==> config.mk <==
export PLATFORM = sky130hd
export DESIGN_NAME = cursor_overlay
export DESIGN_NICKNAME = d
export VERILOG_FILES = /design/src/rtl/curs_ovl_pkg.sv /design/src/rtl/cur_regs.sv /design/src/rtl/cur_window.sv /design/src/rtl/cur_mux.sv /design/src/rtl/cursor_overlay.sv
export SDC_FILE = /design/constraint.sdc
export NUM_CORES = 2
export LEC_CHECK = 0
export BUFFER_PORTS_ARGS = -buffer_cell sky130_fd_sc_hd__buf_2
export CORE_UTILIZATION = 30
export CTS_CLUSTER_SIZE = 40
export DETAILED_ROUTE_END_ITERATION = 7
export GPL_ROUTABILITY_DRIVEN = 1
export SYNTH_ARGS = -nofsm -noshare
export SYNTH_HDL_FRONTEND = slang
export SYNTH_SLANG_ARGS = --single-unit
==> constraint.sdc <==
create_clock -name clk -period 7 [get_ports clk]
set_input_delay 1.4 -clock clk [delete_from_list [all_inputs] [get_ports clk]]
set_output_delay 1.4 -clock clk [all_outputs]
set_load 0.01 [all_outputs]
==> src/rtl/curs_ovl_pkg.sv <==
// Package: shared constants and types for the cursor overlay.
// Assumes: 32-bit register bus, byte offsets, word-aligned accesses.
package curs_ovl_pkg;
    localparam int unsigned REG_AW     = 12;
    localparam int unsigned REG_DW     = 32;
    localparam int unsigned COORD_W    = 16;
    localparam int unsigned CUR_DIM    = 32;
    localparam int unsigned CUR_IDX_W  = $clog2(CUR_DIM);
    localparam int unsigned MISC_FORCE = 25;

    localparam logic [REG_AW-1:0] OFS_POS  = 12'h8FC;
    localparam logic [REG_AW-1:0] OFS_MISC = 12'h818;
    // Upper offset bits selecting each shape plane (one word per row).
    localparam logic [4:0] OPAQ_PAGE = 5'b10010;
    localparam logic [4:0] SEL_PAGE  = 5'b10011;

    localparam logic [COORD_W-1:0] PARK_COORD = 16'hF000;

    typedef struct packed {
        logic [COORD_W-1:0] x;
        logic [COORD_W-1:0] y;
    } cur_pos_t;
endpackage

==> src/rtl/cur_regs.sv <==
// Module: cur_regs
// Holds the cursor position, the two 32-row shape planes and the control
// word. Writes land at the clock edge. Reads are registered and held.
// Assumes: only word-aligned offsets are decoded; others are dropped.
module cur_regs
    import curs_ovl_pkg::*;
(
    input  logic                  clk,
    input  logic                  rst_n,
    input  logic                  wr_en,
    input  logic                  rd_en,
    input  logic [REG_AW-1:0]     addr,
    input  logic [REG_DW-1:0]     wdata,
    output logic [REG_DW-1:0]     rdata,
    input  logic [CUR_IDX_W-1:0]  row_idx,
    output logic [CUR_DIM-1:0]    opaq_row,
    output logic [CUR_DIM-1:0]    sel_row,
    output cur_pos_t              pos
);
    logic [CUR_DIM-1:0] opaq_q [CUR_DIM];
    logic [CUR_DIM-1:0] sel_q  [CUR_DIM];
    cur_pos_t           pos_q;
    logic [REG_DW-1:0]  misc_q;

    logic                 aligned;
    logic                 opaq_wr;
    logic                 sel_wr;
    logic [CUR_IDX_W-1:0] wr_row;

    // Decode of a write into one of the register groups.
    always_comb begin
        aligned = (addr[1:0] == 2'b00);
        opaq_wr = wr_en && aligned && (addr[11:7] == OPAQ_PAGE);
        sel_wr  = wr_en && aligned && (addr[11:7] == SEL_PAGE);
        wr_row  = addr[CUR_IDX_W+1:2];
    end

    // Position and control-word registers.
    always_ff @(posedge clk) begin
        if (!rst_n) begin
            pos_q  <= '{x: PARK_COORD, y: PARK_COORD};
            misc_q <= '0;
        end else if (wr_en) begin
            if (addr == OFS_POS)  pos_q  <= wdata;
            if (addr == OFS_MISC) misc_q <= wdata;
        end
    end

    // Shape plane storage, one generated row pair per cursor line.
    for (genvar r = 0; r < CUR_DIM; r++) begin : g_row
        always_ff @(posedge clk) begin
            if (!rst_n) begin
                opaq_q[r] <= '0;
                sel_q[r]  <= '0;
            end else begin
                if (opaq_wr && wr_row == CUR_IDX_W'(r)) opaq_q[r] <= wdata;
                if (sel_wr  && wr_row == CUR_IDX_W'(r)) sel_q[r]  <= wdata;
            end
        end
    end

    // Registered read port: control word with the forced bit, else zero.
    always_ff @(posedge clk) begin
        if (!rst_n) begin
            rdata <= '0;
        end else if (rd_en) begin
            if (addr == OFS_MISC) begin
                rdata <= misc_q | (REG_DW'(1) << MISC_FORCE);
            end else begin
                rdata <= '0;
            end
        end
    end

    // Row lookup for the pixel path.
    always_comb begin
        opaq_row = opaq_q[row_idx];
        sel_row  = sel_q[row_idx];
        pos      = pos_q;
    end


    park_after_reset_chk: assert property (@(posedge clk) disable iff (!rst_n)
        !$past(rst_n) |-> (pos_q.x == PARK_COORD && pos_q.y == PARK_COORD));

    misc_force_bit_chk: assert property (@(posedge clk) disable iff (!rst_n)
        ($past(rst_n) && $past(rd_en) && $past(addr) == OFS_MISC) |-> rdata[MISC_FORCE]);

    other_read_zero_chk: assert property (@(posedge clk) disable iff (!rst_n)
        ($past(rst_n) && $past(rd_en) && $past(addr) != OFS_MISC) |-> rdata == '0);
endmodule

==> src/rtl/cur_window.sv <==
// Module: cur_window
// Decides whether a pixel coordinate lies in the cursor box, and where.
// Assumes: coordinates are unsigned. The arithmetic is one bit wider so that
// position + 32 never wraps.
module cur_window
    import curs_ovl_pkg::*;
#(
    parameter int unsigned ACTIVE_W = 1024
) (
    input  logic [COORD_W-1:0]    pix_x,
    input  logic [COORD_W-1:0]    pix_y,
    input  cur_pos_t              pos,
    output logic                  covered,
    output logic [CUR_IDX_W-1:0]  row_idx,
    output logic [CUR_IDX_W-1:0]  col_idx
);
    localparam logic [COORD_W:0] WIDTH_LIM = (COORD_W+1)'(ACTIVE_W);
    localparam logic [COORD_W:0] SPAN      = (COORD_W+1)'(CUR_DIM);

    logic [COORD_W:0] dx, dy;
    logic             in_rows, in_cols, pos_ok, pix_ok;

    // Box test and row/column offsets of the pixel inside the cursor.
    always_comb begin
        dx      = {1'b0, pix_x} - {1'b0, pos.x};
        dy      = {1'b0, pix_y} - {1'b0, pos.y};
        in_rows = (pix_y >= pos.y) && (dy < SPAN);
        in_cols = (pix_x >= pos.x) && (dx < SPAN);
        pos_ok  = ({1'b0, pos.x} < WIDTH_LIM);
        pix_ok  = ({1'b0, pix_x} < WIDTH_LIM);
        covered = in_rows && in_cols && pos_ok && pix_ok;
        row_idx = dy[CUR_IDX_W-1:0];
        col_idx = dx[CUR_IDX_W-1:0];
    end
endmodule

==> src/rtl/cur_mux.sv <==
// Module: cur_mux
// Picks the output colour of one pixel from the two shape bits.
// Assumes: the leftmost cursor column is the most significant row bit.
module cur_mux
    import curs_ovl_pkg::*;
#(
    parameter int unsigned PIX_W = 32
) (
    input  logic                  covered,
    input  logic [CUR_IDX_W-1:0]  col_idx,
    input  logic [CUR_DIM-1:0]    opaq_row,
    input  logic [CUR_DIM-1:0]    sel_row,
    input  logic [PIX_W-1:0]      pix_in,
    input  logic [PIX_W-1:0]      colour0,
    input  logic [PIX_W-1:0]      colour1,
    output logic                  draw,
    output logic [PIX_W-1:0]      pix_out
);
    logic [CUR_IDX_W-1:0] bitpos;

    // Mirror the column into a bit position and select the colour.
    always_comb begin
        bitpos  = CUR_IDX_W'(CUR_DIM - 1) - col_idx;
        draw    = covered && opaq_row[bitpos];
        if (!draw) begin
            pix_out = pix_in;
        end else if (sel_row[bitpos]) begin
            pix_out = colour1;
        end else begin
            pix_out = colour0;
        end
    end
endmodule

==> src/rtl/cursor_overlay.sv <==
// Module: cursor_overlay (top)
// Overlays a 32x32 two-colour cursor on a palette-resolved pixel stream,
// with one cycle of latency.
// Assumes: one pixel per cycle at most, and overlay colours already resolved.
module cursor_overlay
    import curs_ovl_pkg::*;
#(
    parameter int unsigned PIX_W    = 32,
    parameter int unsigned ACTIVE_W = 1024
) (
    input  logic               clk,
    input  logic               rst_n,
    input  logic               reg_wr_en,
    input  logic               reg_rd_en,
    input  logic [11:0]        reg_addr,
    input  logic [31:0]        reg_wdata,
    output logic [31:0]        reg_rdata,
    input  logic [PIX_W-1:0]   ovl_colour0,
    input  logic [PIX_W-1:0]   ovl_colour1,
    input  logic               in_valid,
    input  logic [15:0]        in_x,
    input  logic [15:0]        in_y,
    input  logic [PIX_W-1:0]   in_pixel,
    output logic               out_valid,
    output logic [15:0]        out_x,
    output logic [15:0]        out_y,
    output logic [PIX_W-1:0]   out_pixel
);
    cur_pos_t              pos;
    logic [CUR_IDX_W-1:0]  row_idx, col_idx;
    logic [CUR_DIM-1:0]    opaq_row, sel_row;
    logic                  covered, draw;
    logic [PIX_W-1:0]      mixed;

    cur_regs u_regs (
        .clk      (clk),
        .rst_n    (rst_n),
        .wr_en    (reg_wr_en),
        .rd_en    (reg_rd_en),
        .addr     (reg_addr),
        .wdata    (reg_wdata),
        .rdata    (reg_rdata),
        .row_idx  (row_idx),
        .opaq_row (opaq_row),
        .sel_row  (sel_row),
        .pos      (pos)
    );

    cur_window #(.ACTIVE_W(ACTIVE_W)) u_window (
        .pix_x   (in_x),
        .pix_y   (in_y),
        .pos     (pos),
        .covered (covered),
        .row_idx (row_idx),
        .col_idx (col_idx)
    );

    cur_mux #(.PIX_W(PIX_W)) u_mux (
        .covered  (covered),
        .col_idx  (col_idx),
        .opaq_row (opaq_row),
        .sel_row  (sel_row),
        .pix_in   (in_pixel),
        .colour0  (ovl_colour0),
        .colour1  (ovl_colour1),
        .draw     (draw),
        .pix_out  (mixed)
    );

    // Output stage: one register between the input and the output pixel.
    always_ff @(posedge clk) begin
        if (!rst_n) begin
            out_valid <= 1'b0;
            out_x     <= '0;
            out_y     <= '0;
            out_pixel <= '0;
        end else begin
            out_valid <= in_valid;
            out_x     <= in_x;
            out_y     <= in_y;
            out_pixel <= mixed;
        end
    end


    valid_delay_chk: assert property (@(posedge clk) disable iff (!rst_n)
        $past(rst_n) |-> (out_valid == $past(in_valid) && out_x == $past(in_x)
                          && out_y == $past(in_y)));

    pass_through_chk: assert property (@(posedge clk) disable iff (!rst_n)
        ($past(rst_n) && $past(in_valid) && !$past(draw)) |-> out_pixel == $past(in_pixel));

    overlay_colour_chk: assert property (@(posedge clk) disable iff (!rst_n)
        ($past(rst_n) && $past(in_valid) && $past(draw))
        |-> (out_pixel == $past(ovl_colour0) || out_pixel == $past(ovl_colour1)));

    right_clip_chk: assert property (@(posedge clk) disable iff (!rst_n)
        ({1'b0, in_x} >= 17'(ACTIVE_W)) |-> !covered);
endmodule

---- Word-level counts from Yosys, hierarchy flattened ----
Memory sizes are Yosys's and may differ from the RTL's.
Index checks and enable logic that the tools add are counted.
word-level totals
  register bits ........................... 161
  memory bits (writable) .................. 2048
  memories kept ........................... 2
cells by class
  add/subtract/negate cells ............... 3
  magnitude comparators ................... 7
  eq/ne operators ......................... 35
  muxes and demuxes ....................... 264
  bitwise gates (word level) .............. 64
  reductions and logical operators ........ 77
memories
  name           words  bits a word  read ports  clocked after memory_dff  wr ports  RTL line        source
  u_regs.opaq_q  32     32           1           0                         32        cur_regs.sv:20  logic [CUR_DIM-1:0] opaq_q [CUR_DIM];
  u_regs.sel_q   32     32           1           0                         32        cur_regs.sv:21  logic [CUR_DIM-1:0] sel_q [CUR_DIM];
operators with widths
  kind                                                           number
  two-way mux 32 bit                                             67
  two-way mux 1 bit                                              195
  equality test 5 bit (second input constant)                    18
  logical AND 1 bit                                              73
  bitwise OR 1 bit                                               64
  equality test 5 x 4 -> 1 bit (second input constant)           8
  less-than comparator 17 x 6 -> 1 bit (second input constant)   2
  subtractor 16 x 16 -> 17 bit                                   2
  >= comparator 16 bit                                           2
  less-than comparator 16 x 11 -> 1 bit (second input constant)  2
  equality test 12 bit (second input constant)                   2
  equality test 5 x 3 -> 1 bit (second input constant)           4
  binary-select mux 1 bit (select 5 bit)                         2
  equality test 5 x 2 -> 1 bit (second input constant)           2
  less-than comparator 5 x 6 -> 1 bit (second input constant)    1
  equality test 5 x 1 -> 1 bit (second input constant)           1
  zero test 5 bit                                                1
  subtractor 5 bit (first input constant)                        1
  AND reduction 2 bit                                            2
  zero test 2 bit                                                1

---- Depth between registers and ports, before layout ----
  depth in word-level cells ............... 8
  mapped depth ............................ 20
  mapped depth without buffers ............ 14

---- Cells and area by module ----
Synthesis repeated with hierarchy kept, for this count alone.
unflattened totals
  cells, all modules ...................... 7280
  area, all modules ....................... 101650.0 sq um
by module, submodules not included
  module          instances  cells an instance  area an instance (sq um)  seq. area each (sq um)
  cur_regs        1          6676               96747.8                   63400.8
  cursor_overlay  1          137                1780.5                    1301.2
  cur_window      1          257                1729.2                    0.0
  cur_mux         1          210                1392.6                    0.0

---- Worst setup path after synthesis ----
OpenSTA, ideal clock, no wires.
  path type ............................... input port to flip-flop
  from .................................... in in_y[0]
  to ...................................... reg out_pixel[13]
  arrival time ............................ 5.206 ns
  slack ................................... 1.672 ns
  cell stages on the path ................. 17
  buffers on the path ..................... 6
  cell sequence ........................... inv_1 -> ha_1 -> fa_1 -> buf_4 -> buf_4 -> buf_2 -> clkbuf_1 -> clkbuf_1 -> mux4_2 -> o311ai_0 -> o211ai_1 -> a22oi_1 -> a31oi_2 -> o2111ai_4 -> clkbuf_1 -> nand2b_1 -> o311a_1
on the way
  longest elaborated chain between the ends .. 8
ends and longest elaborated chain
  what                                                          RTL line              source
  from (decl)                                                   cursor_overlay.sv:22  input logic [15:0] in_y,
  branches (longest 7 deep; another with memory (32 x 32 bit))  --
  two-way mux 32 bit (*)                                        cur_mux.sv:25         if (!draw) begin
  to (signal assigned)                                          cursor_overlay.sv:81  out_pixel <= mixed;
  to (decl)                                                     cursor_overlay.sv:27  output logic [PIX_W-1:0] out_pixel
Mark *: on every way between the ends. The select of a mux whose other input is x is not followed.
A chain may end at the register's enable or synchronous reset.

---- Final worst setup path ----
  from .................................... in in_y[0]
  to ...................................... reg out_pixel[14]
Same word-level chain as after synthesis.

==> reports/results.tsv <==
stage	metric	value	unit
placed_design	routabilityCongestion	0.949	
drt	wl	342	mm
synthesis	synth_edf_count	2048	
global_routing	grt_pass1_vias	61600	
drt	wl_per_cell	28.8	microns
clocking	tritoncts	done	
sta	hold_violations	0	
layout	design_area	117000	sq um
synthesis	ys_warn_count	0	
clocking	clkLatencyLatePin	910	ps
floorplan	boundaryPins	274	
synthesis	syn_avg_cell_area	14.5	sq um
pwr	p_leak	40.2	nW
sta	slew_viol_final	0	
drt	postRouteAntennaNets	0	
placed_design	io_buffer_count	273	
run_status	status	completed	
synthesis	ys_ff_latch	2208	
global_routing	grt_pass1_wl	478	mm
synthesis	yosysUniqueCellTypes	83	
sta	slew_headroom	16.0	%
floorplan	rows	213	
floorplan	die_area	341000	sq um
drt	drt_iter0_drc	8442	
drt	vias	62600	
drt	drt_pass1_iterations	7	
critical_path	r2r-start	u_regs.pos[0]	
floorplan	die_y	584	microns
clocking	cts_setup_buffers	0	
floorplan	start_util	30.2	%
pwr	worst_ir_drop_vdd	0.201	mV
critical_path	path_common_cell	buf_4	
global_routing	track_usage	19.6	%
clocking	cts_buffer_depth	3	
drt	drcViolationCount	0	
job	maxCapViolCount	0	
sta	timing.fmax	156	MHz
pwr	power_density	257	nW/um^2
sta	skew	35.4	ps
critical_path	cp.depth	17	
critical_path	slowest_stage	fa_4	
critical_path	cp_num_buf_inv	6	
layout	layout_commonest_cell	and2_1	
synthesis	yosys_most_used_dff	edfxtp_1	
sta	worst_slew_pin_slew	1230	ps
critical_path	crit_path_max_fanout	31	
critical_path	required	7750	ps
global_routing	grt_max_degree	88	
placed_design	dpl_cell_area	110000	sq um
critical_path	critPathTopFamily	compound AO/OA/AOI/OAI gates	
sta	worst_slack	585	ps
sta	min_period_over_period	91.6	%
synthesis	syn-num-nets	7233	
critical_path	end_kind	flop	
sta	fin_hold_ws	464	ps
floorplan	die_x	584	microns
clocking	cts.sink_count	2208	
critical_path	worst-r2r-setup-slack	1010	ps
clocking	cts_resized	0	
clocking	htree_levels	4	
clocking	cts_buffers	233	
critical_path	timing.rr.end	out_pixel[14]	
drt	viasPerCell	5.27	
layout	fin_util	34.8	%
critical_path	rr_worst_depth	15	
placed_design	dp_hpwl	208	mm
layout	nets	7356	
clocking	root_buffer	clkbuf_16	
floorplan	coreArea	337000	sq um
critical_path	cp-start-kind	input port	
layout	syn_to_final_growth	15.3	%
global_routing	antenna_found_initial	49	
sta	timing.final.crit_period	6420	ps
critical_path	worstSetupEndpoint	out_pixel[14]	
critical_path	criticalPathCategory	in2reg	
critical_path	max_stage_delay	1110	ps
critical_path	crit_start	in_y[0]	
synthesis	ys_async_sr_fraction	0	%
critical_path	arrival	7170	ps
sta	setup_tns	0	ps
clocking	cts_hold_buf	0	
sta	rsz0062_at_grt	false	
worst_hold_path	hp-class	reg2reg	
synthesis	netlist_area	102000	sq um
global_routing	grt_overflow	0	
synthesis	synthCells	7022	
placed_design	pre_cts_slack	-57.5	ps
layout	drive_above_1_share	21.8	%
clocking	path_clk_slew	60	ps
critical_path	path_cells	buf_2 > inv_1 > ha_4 > fa_4 > buf_12 > buf_4 > mux4_2 > and3_1 > a2111oi_0 > buf_4 > a211oi_1 > a22o_1 > a311oi_1 > o31ai_4 > buf_4 > and3_1 > o311a_1	
synthesis	yosysSeqAreaShare	63.6	%
sta	setup_violations	0	
layout	layout_common_cells	and2_1, edfxtp_1, mux4_2	
-- worst register-to-register path, stage by stage, from the launching register on --
cell and delay [ps]:
dfxtp_1 340, ha_4 180, fa_4 1110, buf_12 280, buf_4 350, mux4_2 350, and3_1 200, a2111oi_0 1040
buf_4 250, a211oi_1 50, a22o_1 250, a311oi_1 400, o31ai_4 190, buf_4 310, and3_1 230, o311a_1 320
-- per-stage QoR --
stage | instances | power (W)
after detailed placement | 11400 | 0.0183
final | 11900 | 0.0302
after global placement | 11400 | 0.0182
after global routing | 11900 | 0.0309
after floorplan | 7022 | 0.0169
after CTS | 11900 | 0.0303
-- cell usage after synthesis (15+ instances only) --
library cell,count,share of area [%]
ha_1,32,0.39
nor2b_1,100,0.62
inv_1,54,0.20
nand3_1,57,0.28
dfxtp_1,160,3.1
buf_4,57,0.42
a2111oi_0,19,0.16
mux2i_1,39,0.38
clkbuf_1,561,2.1
and3_1,59,0.36
o21ai_0,103,0.51
buf_2,45,0.22
a21boi_0,58,0.43
mux4_2,537,12
a41oi_1,16,0.14
o211ai_1,16,0.12
a211oi_1,15,0.11
and2_1,2089,13
a31oi_1,19,0.12
a21oi_1,51,0.25
o311a_1,32,0.31
buf_1,15,0.055
nor3_1,23,0.11
nand2_1,395,1.5
nand4_1,88,0.54
nand2b_1,33,0.20
edfxtp_1,2048,60
nor2_1,98,0.36
-- report_power, final --
part	switching, W	internal, W	total (W)
clock network	0.00533	0.00681	0.0121
registers	0.000175	0.0150	0.0152
logic	0.00190	0.000976	0.00288
-- final cells by class --
| class | count | area (sq um) |
|---|---|---|
| clock buffers | 314 | 6300 |
| clock inverters | 125 | 1060 |
| inverters | 56 | 210 |
| repair buffers | 581 | 4300 |
| diodes | 22 | 55.1 |
| well taps | 4515 | 5650 |
| fillers | 31900 | 220000 |
| flip-flops and latches | 2208 | 64700 |
| multi-input cells | 4065 | 35000 |
-- cell families (layout without fill, tap and decap cells) --
| logic type | after synthesis | after routing | synth area share [%] |
|---|---|---|---|
| AO/OA/AOI/OAI | 445 | 445 | 3.18 |
| XOR/XNOR | 13 | 13 | 0.112 |
| adder cells (fa/ha/maj) | 34 | 34 | 0.433 |
| buffers and inverters | 749 | 1076 | 3.17 |
| flip-flops | 2208 | 2208 | 63.6 |
| multiplexers | 584 | 584 | 12.4 |
| other | 0 | 22 | 0 |
| AND/OR/NAND/NOR | 2989 | 2989 | 17.1 |
-- per-layer routing --
metal | up-vias | GRT usage (%) | routed length (microns)
met5 | - | 0 | 191
met4 | 32 | 7.29 | 12800
met3 | 607 | 5.12 | 38700
met2 | 3661 | 30.6 | 156000
met1 | 32400 | 26.2 | 135000
li1 | 25900 | - | -
-- worst min path at each step --
stage | from | end | slack, ps | cells after the start
6_report | u_regs.pos[21] | u_regs.pos[21] | 460 | 2
3_3_place_gp | u_regs.misc_q[24] | u_regs.misc_q[24] | 450 | 2
4_1_cts | u_regs.pos[21] | u_regs.pos[21] | 470 | 2
3_5_place_dp | u_regs.pos[21] | u_regs.pos[21] | 460 | 2
2_1_floorplan | u_regs.pos[10] | u_regs.pos[10] | 440 | 2
5_1_grt | u_regs.misc_q[18] | u_regs.misc_q[18] | 490 | 2
-- state kept, by name, indices dropped and copies added (netlist names) --
| register | count |
|---|---|
| u_regs.opaq_q | 1024 |
| out_pixel | 32 |
| u_regs.rdata | 32 |
| out_valid | 1 |
| out_x | 16 |
| out_y | 16 |
| u_regs.pos | 32 |
| u_regs.misc_q | 31 |
| u_regs.sel_q | 1024 |
No activity file was read; power rests on OpenSTA's default activity.
